## config.mk

```make
export PLATFORM = sky130hd
export DESIGN_NAME = dlgc_gap_clock
export DESIGN_NICKNAME = d
export VERILOG_FILES = /design/src/rtl/dlgc_pkg.sv /design/src/rtl/dlgc_pos_counter.sv /design/src/rtl/dlgc_slot_select.sv /design/src/rtl/dlgc_tx_merge.sv /design/src/rtl/dlgc_gap_clock.sv
export SDC_FILE = /design/constraint.sdc
export NUM_CORES = 1
export LEC_CHECK = 0
export BUFFER_PORTS_ARGS = -buffer_cell sky130_fd_sc_hd__buf_4
export CAP_MARGIN = 5
export CELL_PAD_IN_SITES_DETAIL_PLACEMENT = 0
export CELL_PAD_IN_SITES_GLOBAL_PLACEMENT = 1
export CORE_MARGIN = 4
export CORE_UTILIZATION = 31
export DETAILED_ROUTE_END_ITERATION = 6
export HOLD_SLACK_MARGIN = 0.08
export PLACE_DENSITY_LB_ADDON = 0.05
export SKIP_CTS_REPAIR_TIMING = 1
export SKIP_LAST_GASP = 1
export SYNTH_ARGS = -nofsm -noshare
export SYNTH_HDL_FRONTEND = slang
export SYNTH_SLANG_ARGS = --single-unit
```

## constraint.sdc

```tcl
create_clock -name clk_i -period 2.5 [get_ports clk_i]
set_input_delay 0.75 -clock clk_i [delete_from_list [all_inputs] [get_ports clk_i]]
set_output_delay 0.75 -clock clk_i [all_outputs]
set_load 0.01 [all_outputs]
```

## src/rtl/dlgc_pkg.sv

```systemverilog
package dlgc_pkg;
  localparam int unsigned SLOTS_MAX = 32;
  localparam int unsigned SLOT_BITS = 8;
  localparam int unsigned T1_SLOTS  = 24;

  typedef enum logic {
    MODE_T1 = 1'b0,
    MODE_E1 = 1'b1
  } line_mode_e;
endpackage

```

## src/rtl/dlgc_pos_counter.sv

```systemverilog
module dlgc_pos_counter
  import dlgc_pkg::*;
#(
  parameter int unsigned NUM_SLOTS  = SLOTS_MAX,
  parameter int unsigned BITS_SLOT  = SLOT_BITS,
  parameter int unsigned SHORT_SLOTS = T1_SLOTS,
  localparam int unsigned SLOT_W = $clog2(NUM_SLOTS),
  localparam int unsigned BIT_W  = $clog2(BITS_SLOT)
) (
  input  logic              clk_i,
  input  logic              rst_ni,
  input  logic              e1_mode_i,
  input  logic              frame_start_i,
  output logic              locked_d_o,
  output logic              fbit_d_o,
  output logic [SLOT_W-1:0] slot_d_o,
  output logic [BIT_W-1:0]  bit_d_o
);
  localparam logic [BIT_W-1:0]  BIT_LAST  = BIT_W'(BITS_SLOT - 1);
  localparam logic [SLOT_W-1:0] LONG_LAST = SLOT_W'(NUM_SLOTS - 1);
  localparam logic [SLOT_W-1:0] SHRT_LAST = SLOT_W'(SHORT_SLOTS - 1);

  line_mode_e        mode;
  logic              locked_q, fbit_q;
  logic [SLOT_W-1:0] slot_q, slot_last;
  logic [BIT_W-1:0]  bit_q;
  logic              fbit_d;
  logic [SLOT_W-1:0] slot_d;
  logic [BIT_W-1:0]  bit_d;

  assign mode      = line_mode_e'(e1_mode_i);
  assign slot_last = (mode == MODE_E1) ? LONG_LAST : SHRT_LAST;

  // position of the bit presented in this cycle
  always_comb begin
    fbit_d = fbit_q;
    slot_d = slot_q;
    bit_d  = bit_q;
    if (frame_start_i) begin
      fbit_d = (mode == MODE_T1);
      slot_d = '0;
      bit_d  = '0;
    end else if (fbit_q) begin
      fbit_d = 1'b0;
    end else if (bit_q == BIT_LAST) begin
      bit_d = '0;
      if (slot_q == slot_last) begin
        slot_d = '0;
        fbit_d = (mode == MODE_T1);
      end else begin
        slot_d = slot_q + 1'b1;
      end
    end else begin
      bit_d = bit_q + 1'b1;
    end
  end

  always_ff @(posedge clk_i or negedge rst_ni) begin
    if (!rst_ni) begin
      locked_q <= 1'b0;
      fbit_q   <= 1'b0;
      slot_q   <= '0;
      bit_q    <= '0;
    end else begin
      locked_q <= locked_q | frame_start_i;
      fbit_q   <= fbit_d;
      slot_q   <= slot_d;
      bit_q    <= bit_d;
    end
  end

  assign locked_d_o = locked_q | frame_start_i;
  assign fbit_d_o   = fbit_d;
  assign slot_d_o   = slot_d;
  assign bit_d_o    = bit_d;
endmodule

```

## src/rtl/dlgc_slot_select.sv

```systemverilog
module dlgc_slot_select
  import dlgc_pkg::*;
#(
  parameter int unsigned NUM_SLOTS = SLOTS_MAX,
  parameter int unsigned BITS_SLOT = SLOT_BITS,
  localparam int unsigned SLOT_W = $clog2(NUM_SLOTS),
  localparam int unsigned BIT_W  = $clog2(BITS_SLOT)
) (
  input  logic                 clk_i,
  input  logic                 rst_ni,
  input  logic                 locked_i,
  input  logic                 fbit_i,
  input  logic [SLOT_W-1:0]    slot_i,
  input  logic [BIT_W-1:0]     bit_i,
  input  logic [NUM_SLOTS-1:0] slot_en_i,
  input  logic [BITS_SLOT-1:0] bit_en_i,
  output logic                 sel_o
);
  logic [NUM_SLOTS-1:0] slot_hit;
  logic [BITS_SLOT-1:0] bit_hit;
  logic                 sel_d, sel_q;

  for (genvar s = 0; s < NUM_SLOTS; s++) begin : g_slot
    assign slot_hit[s] = slot_en_i[s] && (slot_i == SLOT_W'(s));
  end
  for (genvar b = 0; b < BITS_SLOT; b++) begin : g_bit
    assign bit_hit[b] = bit_en_i[b] && (bit_i == BIT_W'(b));
  end

  assign sel_d = locked_i && !fbit_i && (|slot_hit) && (|bit_hit);

  always_ff @(posedge clk_i or negedge rst_ni) begin
    if (!rst_ni) sel_q <= 1'b0;
    else         sel_q <= sel_d;
  end

  assign sel_o = sel_q;
endmodule

```

## src/rtl/dlgc_tx_merge.sv

```systemverilog
module dlgc_tx_merge (
  input  logic clk_i,
  input  logic rst_ni,
  input  logic sel_i,
  input  logic tx_data_i,
  input  logic dl_data_i,
  output logic tx_data_o
);
  logic tx_s_q, tx_o_q;

  // stage 1 aligns the stream bit with sel_i; stage 2 captures at gapped fall
  always_ff @(posedge clk_i or negedge rst_ni) begin
    if (!rst_ni) begin
      tx_s_q <= 1'b0;
      tx_o_q <= 1'b0;
    end else begin
      tx_s_q <= tx_data_i;
      tx_o_q <= sel_i ? dl_data_i : tx_s_q;
    end
  end

  assign tx_data_o = tx_o_q;
endmodule

```

## src/rtl/dlgc_gap_clock.sv

```systemverilog
module dlgc_gap_clock
  import dlgc_pkg::*;
#(
  parameter int unsigned NUM_SLOTS   = SLOTS_MAX,
  parameter int unsigned BITS_SLOT   = SLOT_BITS,
  parameter int unsigned SHORT_SLOTS = T1_SLOTS,
  localparam int unsigned SLOT_W = $clog2(NUM_SLOTS),
  localparam int unsigned BIT_W  = $clog2(BITS_SLOT)
) (
  input  logic                 clk_i,
  input  logic                 rst_ni,
  input  logic                 e1_mode_i,
  input  logic                 frame_start_i,
  input  logic [NUM_SLOTS-1:0] slot_en_i,
  input  logic [BITS_SLOT-1:0] bit_en_i,
  input  logic                 tx_data_i,
  input  logic                 dl_data_i,
  input  logic                 rx_data_i,
  output logic                 gclk_o,
  output logic                 tx_data_o,
  output logic                 rx_data_o,
  output logic                 rx_mark_o
);
  logic              locked_d, fbit_d, sel;
  logic [SLOT_W-1:0] slot_d;
  logic [BIT_W-1:0]  bit_d;
  logic              rx_q;

  dlgc_pos_counter #(
    .NUM_SLOTS(NUM_SLOTS), .BITS_SLOT(BITS_SLOT), .SHORT_SLOTS(SHORT_SLOTS)
  ) u_cnt (
    .clk_i, .rst_ni, .e1_mode_i, .frame_start_i,
    .locked_d_o(locked_d), .fbit_d_o(fbit_d), .slot_d_o(slot_d), .bit_d_o(bit_d)
  );

  dlgc_slot_select #(.NUM_SLOTS(NUM_SLOTS), .BITS_SLOT(BITS_SLOT)) u_sel (
    .clk_i, .rst_ni, .locked_i(locked_d), .fbit_i(fbit_d),
    .slot_i(slot_d), .bit_i(bit_d), .slot_en_i, .bit_en_i, .sel_o(sel)
  );

  dlgc_tx_merge u_tx (
    .clk_i, .rst_ni, .sel_i(sel), .tx_data_i, .dl_data_i, .tx_data_o
  );

  always_ff @(posedge clk_i or negedge rst_ni) begin
    if (!rst_ni) rx_q <= 1'b0;
    else         rx_q <= rx_data_i;
  end

  // sel changes only at the rising edge, when ~clk_i is already 0
  assign gclk_o    = sel & ~clk_i;
  assign rx_data_o = rx_q;
  assign rx_mark_o = sel;
endmodule

```

==> flow_metrics.env, run 1 <==
export IMPL_seq_area_frac_synth=0.299
export IMPL_cts_tree="built"
export IMPL_place_ws_ns=-0.277
export IMPL_drt_initial_drc_count=68
export IMPL_synth_ff_type="dfrtp_1"
export IMPL_cp_cell_sequence="ha_2 > ha_4 > nor2b_4 > xnor2_2 > buf_4 > a21o_4 > mux2_4 > o211a_1 > a311oi_2 > a2111oi_2 > nor3_1"
export IMPL_power_density_nw_per_um2=403
export IMPL_setup_violations=1
export IMPL_wl_per_cell_um=14.3
export IMPL_hold_viol_final=0
export IMPL_io_buffers=50
export IMPL_synth_area_um2=1170
export IMPL_hp_class="in -> async"
export IMPL_crit_arrival_ns=2.77
export IMPL_status="finished with violations"
export IMPL_io_pins=51
export IMPL_start_util=0.320
export IMPL_p_leak_nw=0.911
export IMPL_layoutNonFillerInstCount=247
export IMPL_drc=0
export IMPL_grtUsageTotal=0.151
export IMPL_synth_nets=171
export IMPL_cap_violations=0
export IMPL_antenna_found_initial=0
export IMPL_overflow=0
export IMPL_synth_avg_cell_area_um2=9.69
export IMPL_ys_warn_count=0
export IMPL_min_period_ns=2.51
export IMPL_multiInputGateArea_um2=840
export IMPL_yosysUniqueCellTypes=45
export IMPL_post_route_period_util=1.00
export IMPL_area_growth_pct=63.5
export IMPL_async_flop_share=1.00
export IMPL_final_util=0.524
export IMPL_required_ns=2.76
export IMPL_ys_ff_latch=14
export IMPL_final_nets=250
export IMPL_cp_slowest_cell="dfrtp_1"
export IMPL_rsz0062_at_grt="true"
export IMPL_grt_max_degree=15
export IMPL_ant_nets=0
export IMPL_end_kind="register"
export IMPL_fp_dieArea_um2=4830
export IMPL_first_pass_iters=4
export IMPL_worst_pin_slew_ns=0.409
export IMPL_core_rowCount=22
export IMPL_start_kind="register"
export IMPL_dp_cells=239
export IMPL_vias=1276
export IMPL_ff_latch_area_um2=350
export IMPL_layout_drive_gt1_share=0.543
export IMPL_fill_cells=350
export IMPL_grt_pass1_vias=1344
export IMPL_violations="negative setup slack"
export IMPL_finClkSkew_ns=0.00202
export IMPL_clkTransAtPathRegs_ns=0.06
export IMPL_die_h_um=69.5
export IMPL_synth_edf_count=0
export IMPL_path_class="reg -> reg"
export IMPL_core_area_um2=3660
export IMPL_syn_inst=121
export IMPL_diodes=0
export IMPL_die_w_um=69.5
export IMPL_globalplace_congestion=0.829
export IMPL_wl_mm=3.53
export IMPL_peakVddDrop_mv=0.448
export IMPL_viasPerCell=5.17
export IMPL_hpwl_mm=2.92
export IMPL_setup_ws_ns=-0.00542
export IMPL_max_stage_delay_ns=0.38
export IMPL_grt_pass1_wl_mm=6.00
export IMPL_clock_latency_ns=0.35
export IMPL_fmax_mhz=399
export IMPL_finalMaxSlewViolations=0
export IMPL_worstPathMaxFanout=4
export IMPL_relSlewSlack=0.727
## layout make-up
| cell class | instances | share of cell area |
|---|---|---|
| multi-input combinational | 101 | 0.438 |
| timing repair buffer | 74 | 0.290 |
| sequential | 14 | 0.183 |
| clock buffer | 8 | 0.0542 |
| tap | 48 | 0.0313 |
| inverter | 2 | 0.00392 |
## layout by cell type (no fill, tap or decap), drive strengths merged, types with 3 or more instances in the layout
| cell type | instances |
|---|---|
| buf | 75 |
| a41oi | 3 |
| nand2 | 11 |
| dfrtp | 14 |
| ha | 3 |
| nor2b | 3 |
| mux2i | 11 |
| and3 | 3 |
| nor3 | 3 |
| a22oi | 3 |
| clkbuf | 7 |
| a21oi | 9 |
| a21o | 3 |
| nand2b | 3 |
| nand4 | 3 |
| nor2 | 10 |
| mux2 | 10 |
## routing by layer
layer | part of all wire | vias to the layer above | GRT usage
li1 | - | 617 | -
met1 | 0.44 | 622 | 0.195
met2 | 0.50 | 37 | 0.248
met3 | 0.052 | 0 | 0.0449
met4 | 0 | 0 | 0.0369
met5 | 0 | - | 0
## cell usage after synthesis (all sizes together) (2+ instances only)
cell | instances | share of area
a2111oi | 2 | 0.021
a211oi | 2 | 0.013
a21o | 3 | 0.032
a21oi | 9 | 0.045
a22oi | 3 | 0.019
a311oi | 2 | 0.015
a41oi | 3 | 0.022
and3 | 3 | 0.016
buf | 3 | 0.023
dfrtp | 14 | 0.30
ha | 3 | 0.032
inv | 2 | 0.0064
mux2 | 10 | 0.10
mux2i | 11 | 0.094
nand2 | 11 | 0.035
nand2b | 3 | 0.022
nand3 | 2 | 0.0085
nand4 | 3 | 0.016
nor2 | 10 | 0.032
nor2b | 3 | 0.022
nor3 | 3 | 0.013
xnor2 | 2 | 0.015
## sequential cells by signal, summed over array words and instances, names as in the netlist
signal and cells:
rx_data_o 1, u_cnt.bit_q 3, u_tx.tx_data_o 1, u_cnt.fbit_q 1
u_cnt.locked_q 1, u_cnt.slot_q 5, u_sel.sel_o 1, u_tx.tx_s_q 1
## cell families (layout without fill, tap and decap cells)
| group | Yosys count | after routing | share of synthesized area |
|---|---|---|---|
| AND/OR/NAND/NOR | 43 | 43 | 0.200 |
| multiplexers | 21 | 21 | 0.196 |
| AO/OA/AOI/OAI | 31 | 31 | 0.218 |
| XOR/XNOR | 3 | 3 | 0.0224 |
| adder cells (fa/ha/maj) | 3 | 3 | 0.0320 |
| flip-flops | 14 | 14 | 0.299 |
| buffers and inverters | 6 | 84 | 0.0331 |
## report_power, final
group | internal, mW | switching, mW
sequential | 0.239 | 0.0107
clock | 0.249 | 0.105
combinational | 0.104 | 0.0649
total | 0.592 | 0.181
## metrics by stage
step	power (mW)	TNS [ns]	area (um2)	hold WS [ns]
after floorplan	0.330	0	1170	0.423
after global placement	0.426	-0.200	1760	0.434
after detailed placement	0.428	-0.277	1760	0.440
after CTS	0.774	-0.159	1860	0.241
after global routing	0.819	-0.155	1920	0.244
final	0.773	-0.00542	1920	0.239
## final timing paths
| check | startpoint | cells past startpoint | slack [ns] | end |
|---|---|---|---|---|
| setup / recovery | u_cnt.bit_q[1] | 11 | -0.005 | u_sel.sel_o |
| hold / removal | rst_ni | 1 | 0.24 | rx_data_o |
| setup reg to reg | u_cnt.bit_q[1] | 11 | -0.005 | u_sel.sel_o |
| hold reg to reg | u_cnt.locked_q | 1 | 0.45 | u_cnt.locked_q |
| max in group asynchronous | rst_ni | 1 | 2.09 | u_cnt.bit_q[1] |
| min in group clk_i | u_cnt.locked_q | 1 | 0.45 | u_cnt.locked_q |
## critical path, delay by kind of cell (launching register included)
kind / cells / cell delay, ns
simple gates: 2 / 0.27
fa+ha+maj: 2 / 0.37
xor+xnor: 1 / 0.15
buf+inv: 1 / 0.15
mux: 1 / 0.30
flops: 1 / 0.38
compound gates: 4 / 0.79
Power figures use the tool's default switching activity.
==> inputs of run 2 (changes only) <==
--- a/config.mk
+++ b/config.mk
@@ -5,12 +5,14 @@
 export SDC_FILE = /design/constraint.sdc
 export NUM_CORES = 1
 export LEC_CHECK = 0
+export ABC_AREA = 1
 export BUFFER_PORTS_ARGS = -buffer_cell sky130_fd_sc_hd__buf_4
 export CAP_MARGIN = 5
 export CELL_PAD_IN_SITES_DETAIL_PLACEMENT = 0
 export CELL_PAD_IN_SITES_GLOBAL_PLACEMENT = 1
+export CORE_ASPECT_RATIO = 0.7
 export CORE_MARGIN = 4
-export CORE_UTILIZATION = 31
+export CORE_UTILIZATION = 30
 export DETAILED_ROUTE_END_ITERATION = 6
 export HOLD_SLACK_MARGIN = 0.08
 export PLACE_DENSITY_LB_ADDON = 0.05
==> run 2 against run 1 <==
Against the previous run: the run now ends clean; register-to-register slack better by 0.33 ns; combinational power is 17% lower; core utilization is 7.3 points lower; sequential share of layout area is 1.2 points higher.
==> flow_metrics.env, run 2 <==
export IMPL_finClkSkew_ns=0.00327
export IMPL_die_h_um=62.3
export IMPL_yosysMostFrequentCell="nand2_1"
export IMPL_cts_tree="built"
export IMPL_cap_violations=0
export IMPL_final_cell_mix="buf_4 (50), nand2_1 (40), nand3_1 (35)"
export IMPL_synth_cells_most_frequent="nand2_1 (40), nand3_1 (35), nor2_1 (19), inv_1 (15), dfrtp_1 (14)"
export IMPL_ant_nets=0
export IMPL_setup_tns_ns=0
export IMPL_io_pins=51
export IMPL_die_w_um=85.6
export IMPL_first_pass_iters=4
export IMPL_synth_top_area_frac=0.277
export IMPL_p_leak_nw=0.906
export IMPL_synth_ff_type="dfrtp_1"
export IMPL_required_ns=1.75
export IMPL_hold_viol_final=0
export IMPL_peakVddDrop_mv=0.331
export IMPL_dp_cells=279
export IMPL_hp_class="in -> async"
export IMPL_place_area_um2=1700
export IMPL_cp_startpoint="clk_i"
export IMPL_wl_mm=3.74
export IMPL_final_common_cell="buf_4"
export IMPL_globalplace_congestion=0.836
export IMPL_fp_dieArea_um2=5330
export IMPL_hpwl_mm=3.04
export IMPL_cp_num_buf_inv=3
export IMPL_worstPathMaxFanout=2
export IMPL_setup_violations=0
export IMPL_cp_slowest_cell="clkbuf_8"
export IMPL_final_nets=285
export IMPL_cp_cell_sequence="clkbuf_8 > clkbuf_8 > nor2_1 > buf_4"
export IMPL_synth_avg_cell_area_um2=7.14
export IMPL_relSlewSlack=0.752
export IMPL_ff_latch_area_um2=350
export IMPL_core_area_um2=3990
export IMPL_grt_max_degree=15
export IMPL_grtUsageTotal=0.154
export IMPL_seq_area_frac_synth=0.277
export IMPL_multiInputGateArea_um2=823
export IMPL_ys_warn_count=0
export IMPL_async_flop_share=1.00
export IMPL_clkTransAtPathRegs_ns=0.06
export IMPL_synth_nets=227
export IMPL_clock_latency_ns=0.35
export IMPL_power_density_nw_per_um2=413
export IMPL_viasPerCell=4.74
export IMPL_syn_inst=177
export IMPL_path_class="clk -> out"
export IMPL_grt_pass1_vias=1382
export IMPL_area_growth_pct=42.5
export IMPL_drc=0
export IMPL_drt_initial_drc_count=73
export IMPL_rsz0062_at_grt="false"
export IMPL_end_kind="output pin"
export IMPL_yosysUniqueCellTypes=26
export IMPL_status="completed"
export IMPL_overflow=0
export IMPL_synth_area_um2=1260
export IMPL_start_util=0.316
export IMPL_ys_ff_latch=14
export IMPL_crit_top_cell="clkbuf_8"
export IMPL_layoutNonFillerInstCount=286
export IMPL_vias=1355
export IMPL_antenna_found_initial=0
export IMPL_rr_startpoint="u_cnt.bit_q[0]"
export IMPL_final_util=0.451
export IMPL_crit_family="buffers and inverters"
export IMPL_core_rowCount=19
export IMPL_largest_reg_flops=5
export IMPL_fill_cells=419
export IMPL_diodes=0
export IMPL_grt_pass1_wl_mm=6.42
export IMPL_synth_area_leaders="dfrtp_1 (28%), nand3_1 (14%), nand2_1 (12%)"
export IMPL_crit_arrival_ns=1.70
export IMPL_synth_edf_count=0
export IMPL_worst_pin_slew_ns=0.369
export IMPL_layout_drive_gt1_share=0.402
export IMPL_finalMaxSlewViolations=0
export IMPL_wl_per_cell_um=13.1
export IMPL_start_kind="clock port"
export IMPL_max_stage_delay_ns=0.12
export IMPL_design_area_um2=1800
export IMPL_p_total_mw=0.744
export IMPL_reg_top3="u_cnt.slot_q (5), u_cnt.bit_q (3)"
export IMPL_regMostFlops="u_cnt.slot_q"
export IMPL_io_buffers=50
export IMPL_synth_top_area_cell="dfrtp_1"
[run 2: through the flow]
stage | setup WS [ns] | hold WS, ns
5_1_grt | 0.00745 | 0.243
6_report | 0.0490 | 0.240
3_3_place_gp | 0.300 | 0.428
3_5_place_dp | 0.293 | 0.439
4_1_cts | 0.0322 | 0.244
2_1_floorplan | 0.331 | 0.418
[run 2: report_power, final]
group          internal (mW)  switching (mW)
sequential             0.238         0.00711
clock                  0.247           0.113
combinational         0.0741          0.0658
[run 2: final timing paths]
path                              endpoint  slack [ns]  depth (start not counted)
setup / recovery                    gclk_o        0.05                          4
hold / removal                   rx_data_o        0.24                          1
setup reg to reg               u_sel.sel_o        0.32                         15
hold reg to reg             u_tx.tx_data_o        0.44                          2
max in group asynchronous  u_cnt.slot_q[3]        2.08                          1
min in group clk_i          u_tx.tx_data_o        0.44                          2
[run 2: per-layer routing]
metal / global-route usage / share of wire / vias up
met5: 0 / 0 / -
met1: 0.221 / 0.50 / 597
li1: - / - / 697
met4: 0.0810 / 0.015 / 0
met2: 0.201 / 0.41 / 54
met3: 0.0476 / 0.078 / 7
[run 2: layout make-up]
cell class / count / share of cell area
clock buffers: 8 / 0.0577
inverters: 22 / 0.0500
multi-input cells: 141 / 0.457
flip-flops and latches: 14 / 0.195
well taps: 52 / 0.0361
repair buffers: 49 / 0.204
[run 2: worst register-to-register path: stages (launching register included)]
cell     delay (ns)
dfrtp_1        0.39
ha_1           0.21
ha_1           0.27
nand2_4        0.15
inv_4          0.06
nand2_1        0.07
nand3_2        0.14
nor2_4         0.27
inv_2          0.05
nor2_2         0.12
nand2_1        0.05
nand2_1        0.05
inv_1          0.04
nand4_1        0.09
nor2_1         0.06
nor2_1         0.10
[run 2: cell families after synthesis]
family,after synthesis,share of synthesized area
DFF,14,0.277
and+or+nand+nor,128,0.560
xor gates and xnor gates,1,0.00693
buffers and inverters,22,0.0713
AOI/OAI and AO/OA,9,0.0545
adders and majority gates,3,0.0297
==> inputs of run 3 (changes only) <==
--- a/config.mk
+++ b/config.mk
@@ -15,7 +15,7 @@
 export CORE_UTILIZATION = 30
 export DETAILED_ROUTE_END_ITERATION = 6
 export HOLD_SLACK_MARGIN = 0.08
-export PLACE_DENSITY_LB_ADDON = 0.05
+export PLACE_DENSITY_LB_ADDON = 0.08
 export SKIP_CTS_REPAIR_TIMING = 1
 export SKIP_LAST_GASP = 1
 export SYNTH_ARGS = -nofsm -noshare
==> run 3 against run 2 <==
Against the previous run: count of clock-buffer cells in the layout did not move; global-route usage down 0.81 points; combinational power barely moved; sequential cell count stayed put; hold slack better by 0.0035 ns; register-to-register slack is essentially flat; worst setup slack better by 0.0025 ns; die area unchanged; non-clock buffer count unchanged; clock skew down 0.0017 ns.
==> flow_metrics.env, run 3 (synthesized netlist as in run 2, its figures left out) <==
export IMPL_grt_pass1_vias=1391
export IMPL_fp_dieArea_um2=5330
export IMPL_vias=1346
export IMPL_end_kind="output pin"
export IMPL_wl_per_cell_um=12.8
export IMPL_design_area_um2=1800
export IMPL_cap_violations=0
export IMPL_hpwl_mm=3.09
export IMPL_cp_slowest_cell="buf_4"
export IMPL_fill_cells=412
export IMPL_area_growth_pct=42.5
export IMPL_place_area_um2=1700
export IMPL_hold_viol_final=0
export IMPL_diodes=0
export IMPL_viasPerCell=4.71
export IMPL_worst_pin_slew_ns=0.397
export IMPL_grt_pass1_wl_mm=6.32
export IMPL_start_kind="clock port"
export IMPL_start_util=0.316
export IMPL_crit_top_cell="clkbuf_8"
export IMPL_rr_worst_depth=13
export IMPL_grt_max_degree=15
export IMPL_path_class="clk -> out"
export IMPL_finalMaxSlewViolations=0
export IMPL_finClkSkew_ns=0.00160
export IMPL_wl_mm=3.67
export IMPL_regMostFlops="u_cnt.slot_q"
export IMPL_drc=0
export IMPL_crit_arrival_ns=1.70
export IMPL_relSlewSlack=0.735
export IMPL_r2r_end="u_sel.sel_o"
export IMPL_first_pass_iters=4
export IMPL_final_common_cell="buf_4"
export IMPL_hp_class="in -> async"
export IMPL_overflow=0
export IMPL_crit_family="buffers and inverters"
export IMPL_rrSetupSlack_ns=0.33
export IMPL_die_h_um=62.3
export IMPL_rr_startpoint="u_cnt.bit_q[0]"
export IMPL_io_buffers=50
export IMPL_final_nets=285
export IMPL_dp_cells=279
export IMPL_core_rowCount=19
export IMPL_antenna_found_initial=0
export IMPL_cp_startpoint="clk_i"
export IMPL_peakVddDrop_mv=0.378
export IMPL_reg_top3="u_cnt.slot_q (5), u_cnt.bit_q (3)"
export IMPL_core_area_um2=3990
export IMPL_multiInputGateArea_um2=823
export IMPL_layout_drive_gt1_share=0.402
export IMPL_grtUsageTotal=0.145
export IMPL_globalplace_congestion=0.881
export IMPL_power_density_nw_per_um2=409
export IMPL_ant_nets=0
export IMPL_final_cell_mix="buf_4 (50), nand2_1 (40), nand3_1 (35)"
export IMPL_io_pins=51
export IMPL_cts_tree="built"
export IMPL_max_stage_delay_ns=0.13
export IMPL_clock_latency_ns=0.35
export IMPL_rsz0062_at_grt="false"
export IMPL_setup_tns_ns=0
export IMPL_layoutNonFillerInstCount=286
export IMPL_cp_cell_sequence="clkbuf_8 > clkbuf_8 > nor2_1 > buf_4"
export IMPL_ff_latch_area_um2=350
export IMPL_clkTransAtPathRegs_ns=0.06
export IMPL_required_ns=1.75
export IMPL_drt_initial_drc_count=73
export IMPL_cp_num_buf_inv=3
export IMPL_setup_violations=0
export IMPL_worstPathMaxFanout=2
export IMPL_largest_reg_flops=5
export IMPL_die_w_um=85.6
export IMPL_status="completed"
export IMPL_p_leak_nw=0.906
==> run 3: worst max-delay path by stage <==
stage,end,slack (ns),depth (start not counted)
floorplan,gclk_o,0.33,1
global placement,u_sel.sel_o,0.27,14
detailed placement,u_sel.sel_o,0.26,14
CTS,gclk_o,0.05,4
global route,gclk_o,0.02,4
finish,gclk_o,0.05,4
==> run 3: through the flow <==
| step | total power [mW] | hold slack, ns | util | setup WS (ns) |
|---|---|---|---|---|
| 2_1_floorplan | 0.309 | 0.418 | - | 0.331 |
| 3_3_place_gp | 0.396 | 0.431 | 0.427 | 0.273 |
| 3_5_place_dp | 0.398 | 0.433 | 0.427 | 0.263 |
| 4_1_cts | 0.749 | 0.245 | 0.451 | 0.0485 |
| 5_1_grt | 0.787 | 0.237 | 0.451 | 0.0195 |
| 6_report | 0.736 | 0.244 | 0.451 | 0.0515 |
==> run 3: layout make-up <==
| type | count | share of cell area |
|---|---|---|
| Inverter | 22 | 0.0500 |
| Tap cell | 52 | 0.0361 |
| Clock buffer | 8 | 0.0577 |
| Multi-Input combinational cell | 141 | 0.457 |
| Timing Repair Buffer | 49 | 0.204 |
| Sequential cell | 14 | 0.195 |
==> run 3: layer usage <==
metal / vias up / track usage / routed length (um)
li1: 693 / - / -
met1: 614 / 0.204 / 1880
met2: 39 / 0.218 / 1570
met3: 0 / 0.0528 / 223
met4: 0 / 0.0198 / 0
met5: - / 0 / 0
==> run 3: where the power goes <==
group | switching (mW) | total, mW | internal, mW
clock network | 0.107 | 0.353 | 0.246
registers | 0.00708 | 0.245 | 0.238
logic | 0.0649 | 0.139 | 0.0740
total | 0.179 | 0.736 | 0.558
